--- src/rtl/msg_parser.sv ---
module msg_parser #(
  parameter int W  = 16,
  parameter int BW = 4
) (
  input  logic            clk,
  input  logic            rst,
  input  logic            src_ready,
  input  logic [W-1:0]    din,
  output logic            src_read,
  input  logic            blk_ready,
  output logic            blk_valid,
  output logic [W*BW-1:0] blk_data,
  output logic            blk_first,
  output logic            blk_last,
  output logic [W-1:0]    blk_bitlen,
  output logic            err
);
  localparam int LW = $clog2(W);
  localparam int LB = $clog2(W*BW);
  localparam int IW = (BW > 1) ? $clog2(BW) : 1;
  localparam int CW = W - 1;

  typedef enum logic [1:0] {S_HDR, S_PRE, S_DAT} st_t;
  st_t st;

  logic [CW-1:0]   rem;
  logic            seg_last;
  logic [W-1:0]    pre;
  logic [IW-1:0]   idx;
  logic [W*BW-1:0] asm_d, fill;
  logic            asm_full, asm_first, asm_last, first_pend;
  logic [W-1:0]    asm_len;

  wire move = asm_full & (~blk_valid | blk_ready);
  wire take = src_ready & ~err & ((st != S_DAT) | ~asm_full | move);
  assign src_read = take;

  wire          hdr_last  = din[W-1];
  wire [CW-1:0] hdr_len   = din[CW-1:0];
  wire [CW-1:0] hdr_words = hdr_len >> LW;
  wire hdr_bad = hdr_last ? ((hdr_words == '0) | (hdr_len[LW-1:0] != '0))
                          : (hdr_len[LB-1:0] != '0);
  wire end_seg  = (rem == CW'(1));
  wire msg_end  = seg_last & end_seg;
  wire blk_done = (idx == IW'(BW-1)) | msg_end;

  always_comb begin
    fill = (idx == '0) ? '0 : asm_d;
    for (int k = 0; k < BW; k++)
      if (idx == IW'(k)) fill[k*W +: W] = din;
  end

  always_ff @(posedge clk) begin
    if (rst) begin
      st <= S_HDR;
      err <= 1'b0;
      rem <= '0;
      seg_last <= 1'b0;
      pre <= '0;
      idx <= '0;
      asm_d <= '0;
      asm_full <= 1'b0;
      asm_first <= 1'b0;
      asm_last <= 1'b0;
      asm_len <= '0;
      first_pend <= 1'b1;
      blk_valid <= 1'b0;
      blk_data <= '0;
      blk_first <= 1'b0;
      blk_last <= 1'b0;
      blk_bitlen <= '0;
    end else begin
      if (move) begin
        blk_valid  <= 1'b1;
        blk_data   <= asm_d;
        blk_first  <= asm_first;
        blk_last   <= asm_last;
        blk_bitlen <= asm_len;
        asm_full   <= 1'b0;
      end else if (blk_ready) begin
        blk_valid <= 1'b0;
      end
      if (take) begin
        case (st)
          S_HDR: begin
            if (hdr_bad) err <= 1'b1;
            else begin
              seg_last <= hdr_last;
              rem <= hdr_words;
              if (hdr_last) st <= S_PRE;
              else if (hdr_words != '0) st <= S_DAT;
            end
          end
          S_PRE: begin
            if (din == '0) err <= 1'b1;
            else begin
              pre <= din;
              st <= S_DAT;
            end
          end
          default: begin
            asm_d <= fill;
            rem <= rem - CW'(1);
            if (end_seg) st <= S_HDR;
            if (blk_done) begin
              idx <= '0;
              asm_full <= 1'b1;
              asm_first <= first_pend;
              asm_last <= msg_end;
              asm_len <= msg_end ? pre : '0;
              first_pend <= msg_end;
            end else begin
              idx <= idx + IW'(1);
            end
          end
        endcase
      end
    end
  end
endmodule


--- config.mk ---
export PLATFORM = sky130hd
export DESIGN_NAME = msg_parser
export DESIGN_NICKNAME = d
export VERILOG_FILES = /design/src/rtl/msg_parser.sv
export SDC_FILE = /design/constraint.sdc
export NUM_CORES = 1
export LEC_CHECK = 0
export BUFFER_PORTS_ARGS = -buffer_cell sky130_fd_sc_hd__clkbuf_2
export CAP_MARGIN = 30
export CORE_AREA = 4 4 123 125
export CTS_BUF_LIST = sky130_fd_sc_hd__clkbuf_16
export DETAILED_ROUTE_END_ITERATION = 10
export DIE_AREA = 0 0 127 129
export GPL_TIMING_DRIVEN = 0
export PLACE_DENSITY_LB_ADDON = 0.25
export REMOVE_ABC_BUFFERS = 1
export SLEW_MARGIN = 5
export SYNTH_ARGS = -nofsm -noshare
export SYNTH_HDL_FRONTEND = slang
export SYNTH_SLANG_ARGS = --single-unit
--- constraint.sdc ---
create_clock -name clk -period 2.55 [get_ports clk]
set_clock_uncertainty 0.1 [all_clocks]
set_input_delay 0.51 -clock clk [delete_from_list [all_inputs] [get_ports clk]]
set_output_delay 0.51 -clock clk [all_outputs]
set_load 0.02 [all_outputs]
==> results of run 1 <==
kinds of logic after synthesis:
family,Yosys count,synth area share [%]
flip-flops,204,53.46
XOR/XNOR,1,0.1147
buffers and inverters,77,4.226
multiplexers,19,2.490
AND/OR/NAND/NOR,376,21.69
AO/OA/AOI/OAI,217,17.04
adder cells (fa/ha/maj),6,0.9828
worst max path at each step:
| stage | to | depth (start not counted) |
|---|---|---|
| final | asm_len[12] | 6 |
| after global routing | rem[14] | 5 |
| after CTS | asm_d[29] | 7 |
| after detailed placement | rem[2] | 6 |
| after global placement | blk_data[49] | 5 |
| after floorplan | blk_bitlen[0] | 4 |
stage by stage:
step           power (uW)  hold WS (ns)  std cells  setup TNS (ns)  instance area (um^2)
4_1_cts              6137        0.2370       1162               0                  8905
2_1_floorplan        3323        0.3251        831         -106.86                  7346
3_3_place_gp         3446        0.3347       1115         -423.66                  8092
5_1_grt              6285        0.2919       1167               0                  8971
3_5_place_dp         3452        0.3449       1126          -9.380                  8295
6_report             6106        0.2525       1167               0                  8971
sequential cells by signal, summed over array words and instances (netlist names):
name and flops:
asm_last 1, blk_valid 1, blk_data 64, asm_d 64, err 1, rem 15, asm_first 1, idx 2
seg_last 1, blk_first 1, pre 16, st 2, blk_bitlen 16, asm_full 1, first_pend 1, blk_last 1
asm_len 16
cell usage in the layout (no fill, tap or decap), drive strengths merged, types with 6 or more instances in the layout:
cell / Yosys / routed
clkinv: 0 / 8
a22o: 16 / 16
dfxtp: 204 / 204
nand2: 227 / 227
nor2: 73 / 74
clkbuf: 55 / 125
nor4: 10 / 10
or3: 6 / 6
nand3: 22 / 22
a22oi: 34 / 34
mux2i: 19 / 19
nor3: 9 / 9
buf: 14 / 14
a21oi: 138 / 139
inv: 8 / 15
ha: 6 / 6
o21ai: 11 / 11
Yosys cell counts (all sizes together) (4+ instances only):
| cell type | count |
|---|---|
| dfxtp | 204 |
| nand2b | 5 |
| nor3 | 9 |
| a22o | 16 |
| inv | 8 |
| or4 | 5 |
| nor2 | 73 |
| a22oi | 34 |
| ha | 6 |
| nand2 | 227 |
| nand3 | 22 |
| buf | 14 |
| mux2i | 19 |
| nor3b | 5 |
| o21ai | 11 |
| clkbuf | 55 |
| o31ai | 4 |
| a21oi | 138 |
| or3 | 6 |
| nor4 | 10 |
layout make-up:
type	instances	area (um^2)
well taps	180	225.2
inverters	8	30.03
multi-input cells	621	3319
fillers	1199	4910
clock buffers	21	525.5
flip-flops and latches	204	4084
repair buffers	118	718.2
clock inverters	15	68.82
power by group through the flow:
| stage | Combinational, uW | Sequential (uW) | Clock, uW |
|---|---|---|---|
| after CTS | 185 | 3200 | 2750 |
| after global routing | 204 | 3200 | 2880 |
| after detailed placement | 184 | 3270 | 0 |
| after floorplan | 54.9 | 3270 | 0 |
| after global placement | 178 | 3270 | 0 |
| final | 190 | 3200 | 2720 |
timing repair:
action                     4_1_cts  5_1_grt
hold endpoints to repair         0        0
buffers inserted                 0        3
hold buffers                     0        0
setup endpoints to repair       24       75
gates resized for setup          3        5
pin swaps                        0        2
cloned                           0        2
metal layers:
| layer | routed length (um) | up-vias | track usage [%] |
|---|---|---|---|
| met4 | 525 | 0 | 7.129 |
| met5 | 0 | - | 0 |
| met1 | 8232 | 3034 | 29.11 |
| met3 | 1829 | 40 | 5.936 |
| li1 | - | 3215 | - |
| met2 | 8752 | 230 | 36.27 |
critical path: stages (launching register included):
cell and delay, ns:
sky130_fd_sc_hd__dfxtp_1 0.39, sky130_fd_sc_hd__ha_1 0.16, sky130_fd_sc_hd__or4b_1 0.50, sky130_fd_sc_hd__nor4_1 0.37, sky130_fd_sc_hd__nand3_1 0.22, sky130_fd_sc_hd__nor2_4 0.41, sky130_fd_sc_hd__a22o_1 0.20
==> impl_summary.log, run 1 <==
INFO  metric outcome = completed
INFO  metric slack_of_the_worst_reg_to_reg_path = 0.13 ns
INFO  metric async_flop_share = 0%
INFO  metric iter_0_drt_violations = 576
INFO  metric htreeDepth = 1
INFO  metric final_min_period_over_clock_period = 94.88%
INFO  metric power_per_cell_area = 680.7 mW/mm^2
INFO  metric layout.nets = 1000
INFO  metric yosysUniqueCellTypes = 54
INFO  metric synth_enable_flop_cells = 0
INFO  metric diodes = 0
INFO  metric post_synth_instance_area = 0.007639 mm^2
INFO  metric dominantRegCellSynth = sky130_fd_sc_hd__dfxtp_1
INFO  metric r2r-end = asm_len[12]
INFO  metric final_max_slew_viol_count = 0
INFO  metric rsz0062_at_grt = false
INFO  metric post_route_cells_drive_above_1_share = 17.02%
INFO  metric syn_to_final_growth = 17.44%
INFO  metric groute.usage.overall = 22.29%
INFO  metric yosysSeqAreaShare = 53.46%
INFO  metric post-synth-top-area-fraction = 53.46%
INFO  metric worstMarginPinSlew = 0.7652 ns
INFO  metric coreArea = 0.01388 mm^2
INFO  metric share_clk_of_total_power = 44.5%
INFO  metric firstDrtPassIters = 5
INFO  metric synth.top_cells.by_area = sky130_fd_sc_hd__dfxtp_1 53%, sky130_fd_sc_hd__nand2_1 11%, sky130_fd_sc_hd__a21oi_1 9.0%
INFO  metric clockBufferDepth = 3
INFO  metric sum_of_routed_wire_length_over_all_layers = 19340 um
INFO  metric routed_len_inst = 16.57 um
INFO  metric dp.final_hpwl = 11770 um
INFO  metric first_global_vias = 5979
INFO  metric rows = 43
INFO  metric worst-endpoint-required = 2.88 ns
INFO  metric fmax = 413.3 MHz
INFO  metric slew_headroom = 48.86%
INFO  metric cts_inserted_buffers = 21
INFO  metric criticalPathCategory = register to register
INFO  metric timing.hold.worst.class = primary input to register
INFO  metric worst_setup_timing_slack_at_the_placement_stage = -0.5194 ns
INFO  metric grt_antenna_before_repair = 0
INFO  metric peak_supply_drop = 0.0004948 V
INFO  metric finalWorstSetupSlack = 0.1304 ns
INFO  metric power_frac_seq = 52.4%
INFO  metric timing.hold.worst.start = src_ready
INFO  metric p_leak = 0.003424 uW
INFO  metric synth.avg_cell_area = 8.487 um^2
INFO  metric timing.hold.worst_endpoint = err
INFO  metric final.min_clock_period = 2.420 ns
INFO  metric power_switching = 1378 uW
INFO  metric clock-root-buffer = sky130_fd_sc_hd__clkbuf_16
INFO  metric synthCells = 900
INFO  metric chipWidth = 127 um
INFO  metric worstSkewPairLatency = 0.49 ns
INFO  metric power_switching_share = 22.56%
INFO  metric finish.utilization = 64.63%
INFO  metric internal_power = 4729 uW
INFO  metric synth.yosys.warnings = 0
INFO  metric hold_path_depth = 3
INFO  metric worstSetupStartpoint = rem[0]
INFO  metric global_route.overflow_total = 0
INFO  metric vias = 6519
INFO  metric gp_congestion = 0.8317
INFO  metric drt.antenna.violating_nets = 0
INFO  metric arrival = 2.75 ns
INFO  metric p_comb_share = 3.1%
INFO  metric worst_setup_path_start_kind = register
INFO  metric routed_via_density = 5.586
INFO  metric r2r_start = rem[0]
INFO  metric port-buffer-count = 104
INFO  metric grt_first_pass_wirelength = 30190 um
INFO  metric tritoncts = yes
INFO  metric clkTransAtPathRegs = 0.06 ns
INFO  metric detail_route.drc_violations = 0
INFO  metric io-pin-count = 105
INFO  metric final-setup-viol-count = 0
INFO  metric finalHoldViolCount = 0
INFO  metric r2r_depth = 6
INFO  metric start_util = 55.03%
INFO  metric dieArea = 0.01638 mm^2
INFO  metric critPathCaptureType = register
INFO  metric die_height = 129 um
INFO  metric ys_seq_elements = 204
INFO  metric count_of_maximum_capacitance_violations = 0
INFO  metric clock_sink_count = 204
INFO  metric yosysTopAreaCell = sky130_fd_sc_hd__dfxtp_1
INFO  metric grt_max_degree = 130
INFO  metric worst_path_maximum_fanout = 17
No activity file was read; power rests on OpenSTA's default activity.
==> inputs of run 2 (changes only) <==
Settings changed: REMOVE_ABC_BUFFERS 1 to unset.
==> run 2 against run 1 <==
Clock-buffer cell count stayed put; largest power group unchanged; largest cell class unchanged; non-clock buffer count rose by 49; clock power is essentially flat; sequential power about the same; highest routed layer unchanged; first-iteration DRC count down 3.5%; sequential share of layout area hardly changed; critical path depth unchanged; global-route usage rose by 2.0 points.
==> impl_summary.log, run 2 (synthesis gave the netlist of run 1 again) <==
INFO  metric routed_len_inst = 16.88 um (+1.9%)
INFO  metric layout.cells.most_common = sky130_fd_sc_hd__nand2_1
INFO  metric power_per_cell_area = 681.1 mW/mm^2 (about the same)
INFO  metric peak_supply_drop = 0.0004956 V (+0.17%)
INFO  metric n_fill_cell = 1227 (+2.3%)
INFO  metric grt_max_degree = 14 (-89%)
INFO  metric worstSkewPairLatency = 0.49 ns (about the same)
INFO  metric finalWorstSetupSlack = 0.08059 ns (-0.04985 ns)
INFO  metric coreArea = 0.01388 mm^2 (unchanged)
INFO  metric layout.nets = 1047 (+4.7%)
INFO  metric rsz0062_at_grt = true
INFO  metric worstMarginPinSlew = 0.8352 ns (+0.06993 ns)
INFO  metric cell_at_the_slowest_stage_of_the_critical_path = sky130_fd_sc_hd__nor2_2
INFO  metric htreeDepth = 1 (unchanged)
INFO  metric design_power_total = 6115 uW (+0.14%)
INFO  metric p_leak = 0.003426 uW (about the same)
INFO  metric grt_antenna_before_repair = 0 (unchanged)
INFO  metric clock-root-buffer = sky130_fd_sc_hd__clkbuf_16
INFO  metric post_route_cells_drive_above_1_share = 15.27% (-1.8 points)
INFO  metric diodes = 0 (unchanged)
INFO  metric vias = 6772 (+3.9%)
INFO  metric rows = 43 (unchanged)
INFO  metric final-setup-viol-count = 0 (unchanged)
INFO  metric crit_path_cell_trace = buf_2, nand3b_1, nor2_2, a21oi_2, or4_1, a21oi_1
INFO  metric firstDrtPassIters = 6 (+1)
INFO  metric total_negative_slack = 0 ns (unchanged)
INFO  metric grt_first_pass_wirelength = 32130 um (+6.4%)
INFO  metric worst_hold_slack = 0.2747 ns (+0.02214 ns)
INFO  metric timing.hold.worst.class = primary input to register
INFO  metric count_of_maximum_capacitance_violations = 0 (unchanged)
INFO  metric worst_path_maximum_fanout = 8 (-9)
INFO  metric iter_0_drt_violations = 556 (-3.5%)
INFO  metric clock_sink_count = 204 (unchanged)
INFO  metric fmax = 405.0 MHz (-2.0%)
INFO  metric slew_headroom = 44.32% (-4.5 points)
INFO  metric chipWidth = 127 um (unchanged)
INFO  metric first_global_vias = 6274 (+4.9%)
INFO  metric die_height = 129 um (unchanged)
INFO  metric critPathCaptureType = register
INFO  metric largest_registers = asm_d: 64 flops, blk_data: 64 flops
INFO  metric finalHoldViolCount = 0 (unchanged)
INFO  metric gp_congestion = 0.8771 (+5.5%)
INFO  metric detail_route.drc_violations = 0 (unchanged)
INFO  metric criticalPathCategory = register to register
INFO  metric worst-endpoint-required = 2.86 ns (-0.02 ns)
INFO  metric critical_path_s_top_delay_family = simple AND/OR/NAND/NOR gates
INFO  metric arrival = 2.78 ns (+0.03 ns)
INFO  metric tritoncts = yes
INFO  metric critPathBufInv = 1 (+1)
INFO  metric outcome = completed
INFO  metric sum_of_routed_wire_length_over_all_layers = 20510 um (+6.1%)
INFO  metric groute.usage.overall = 24.25% (+2.0 points)
INFO  metric routed_via_density = 5.574 (-0.22%)
INFO  metric clockBufferDepth = 3 (unchanged)
INFO  metric dieArea = 0.01638 mm^2 (unchanged)
INFO  metric cts_inserted_buffers = 21 (unchanged)
INFO  metric post_cts_buffers = 0 (unchanged)
INFO  metric clkTransAtPathRegs = 0.06 ns (about the same)
INFO  metric dp.final_hpwl = 13750 um (+17%)
INFO  metric final_max_slew_viol_count = 0 (unchanged)
INFO  metric synthesis.nets = 926
INFO  metric post_route_standard_cell_area_excluding_fillers = 0.008979 mm^2 (about the same)
INFO  metric final.min_clock_period = 2.469 ns (+0.04985 ns)
INFO  metric syn_to_final_growth = 17.54% (about the same)
INFO  metric highest_count_cells_in_the_layout_ignoring_fill_and_taps = 227 x sky130_fd_sc_hd__nand2_1, 204 x sky130_fd_sc_hd__dfxtp_1, 137 x sky130_fd_sc_hd__a21oi_1
INFO  metric global_route.overflow_total = 0 (unchanged)
INFO  metric port-buffer-count = 98 (-5.8%)
INFO  metric worst_setup_timing_slack_at_the_placement_stage = -0.2685 ns (+0.2509 ns)
INFO  metric start_util = 55.03% (unchanged)
INFO  metric worst_setup_path_start_kind = register
INFO  metric placement.cell_area = 0.008354 mm^2 (+0.71%)
INFO  metric io-pin-count = 105 (unchanged)
INFO  metric drt.antenna.violating_nets = 0 (unchanged)
INFO  metric worst_path_largest_cell_delay = 0.56 ns (+0.06 ns)
INFO  metric final_min_period_over_clock_period = 96.84% (+2.0 points)
[run 2: timing repair]
item | 4_1_cts | 5_1_grt
endpoints found under the setup margin | 0 | 23
gates resized for setup | 0 | 5
hold buffers | 0 | 0
[run 2: report_power, final]
part / switching [uW] / leakage (uW) / internal [uW]
Combinational: 163 / 0.00146 / 48.5
Clock: 1210 / 0.000323 / 1490
Sequential: 5.14 / 0.00164 / 3190
Total: 1380 / 0.00343 / 4730
[run 2: final timing paths]
kind / startpoint / to / slack (ns) / cells past startpoint
setup / recovery: st[1] / rem[14] / 0.08 / 6
hold / removal: blk_ready / blk_valid / 0.27 / 4
setup reg to reg: st[1] / rem[14] / 0.08 / 6
hold reg to reg: asm_d[54] / blk_data[54] / 0.35 / 2
[run 2: final cells by class]
class / count / area (um^2) / area share (%)
repair buffers: 98 / 490.5 / 5.463
clock buffers: 21 / 525.5 / 5.853
flip-flops and latches: 204 / 4084 / 45.48
clock inverters: 16 / 72.57 / 0.8082
inverters: 8 / 30.03 / 0.3344
plain buffers: 69 / 295.3 / 3.289
well taps: 180 / 225.2 / 2.508
multi-input cells: 619 / 3256 / 36.26
[run 2: metal layers]
layer  GRT usage [%]  up-vias  part of all wire, %
li1                -     3326                    -
met1           32.60     3133                   43
met2           39.60      262                   46
met3           4.525       51                  8.3
met4           8.202        0                  3.3
met5               0        -                    0
[run 2: worst min-delay path: stages]
cell and delay (ns):
sky130_fd_sc_hd__clkbuf_2 0.10, sky130_fd_sc_hd__nor2b_1 0.07, sky130_fd_sc_hd__nor2_1 0.10, sky130_fd_sc_hd__nor2_1 0.05
[run 2: per-stage QoR]
| step | util [%] | instances |
|---|---|---|
| finish | 64.68 | 1215 |
| global route | 64.68 | 1215 |
| CTS | 64.49 | 1215 |
| detailed placement | 60.19 | 1178 |
| global placement | 60.19 | 1178 |
| floorplan | - | 900 |
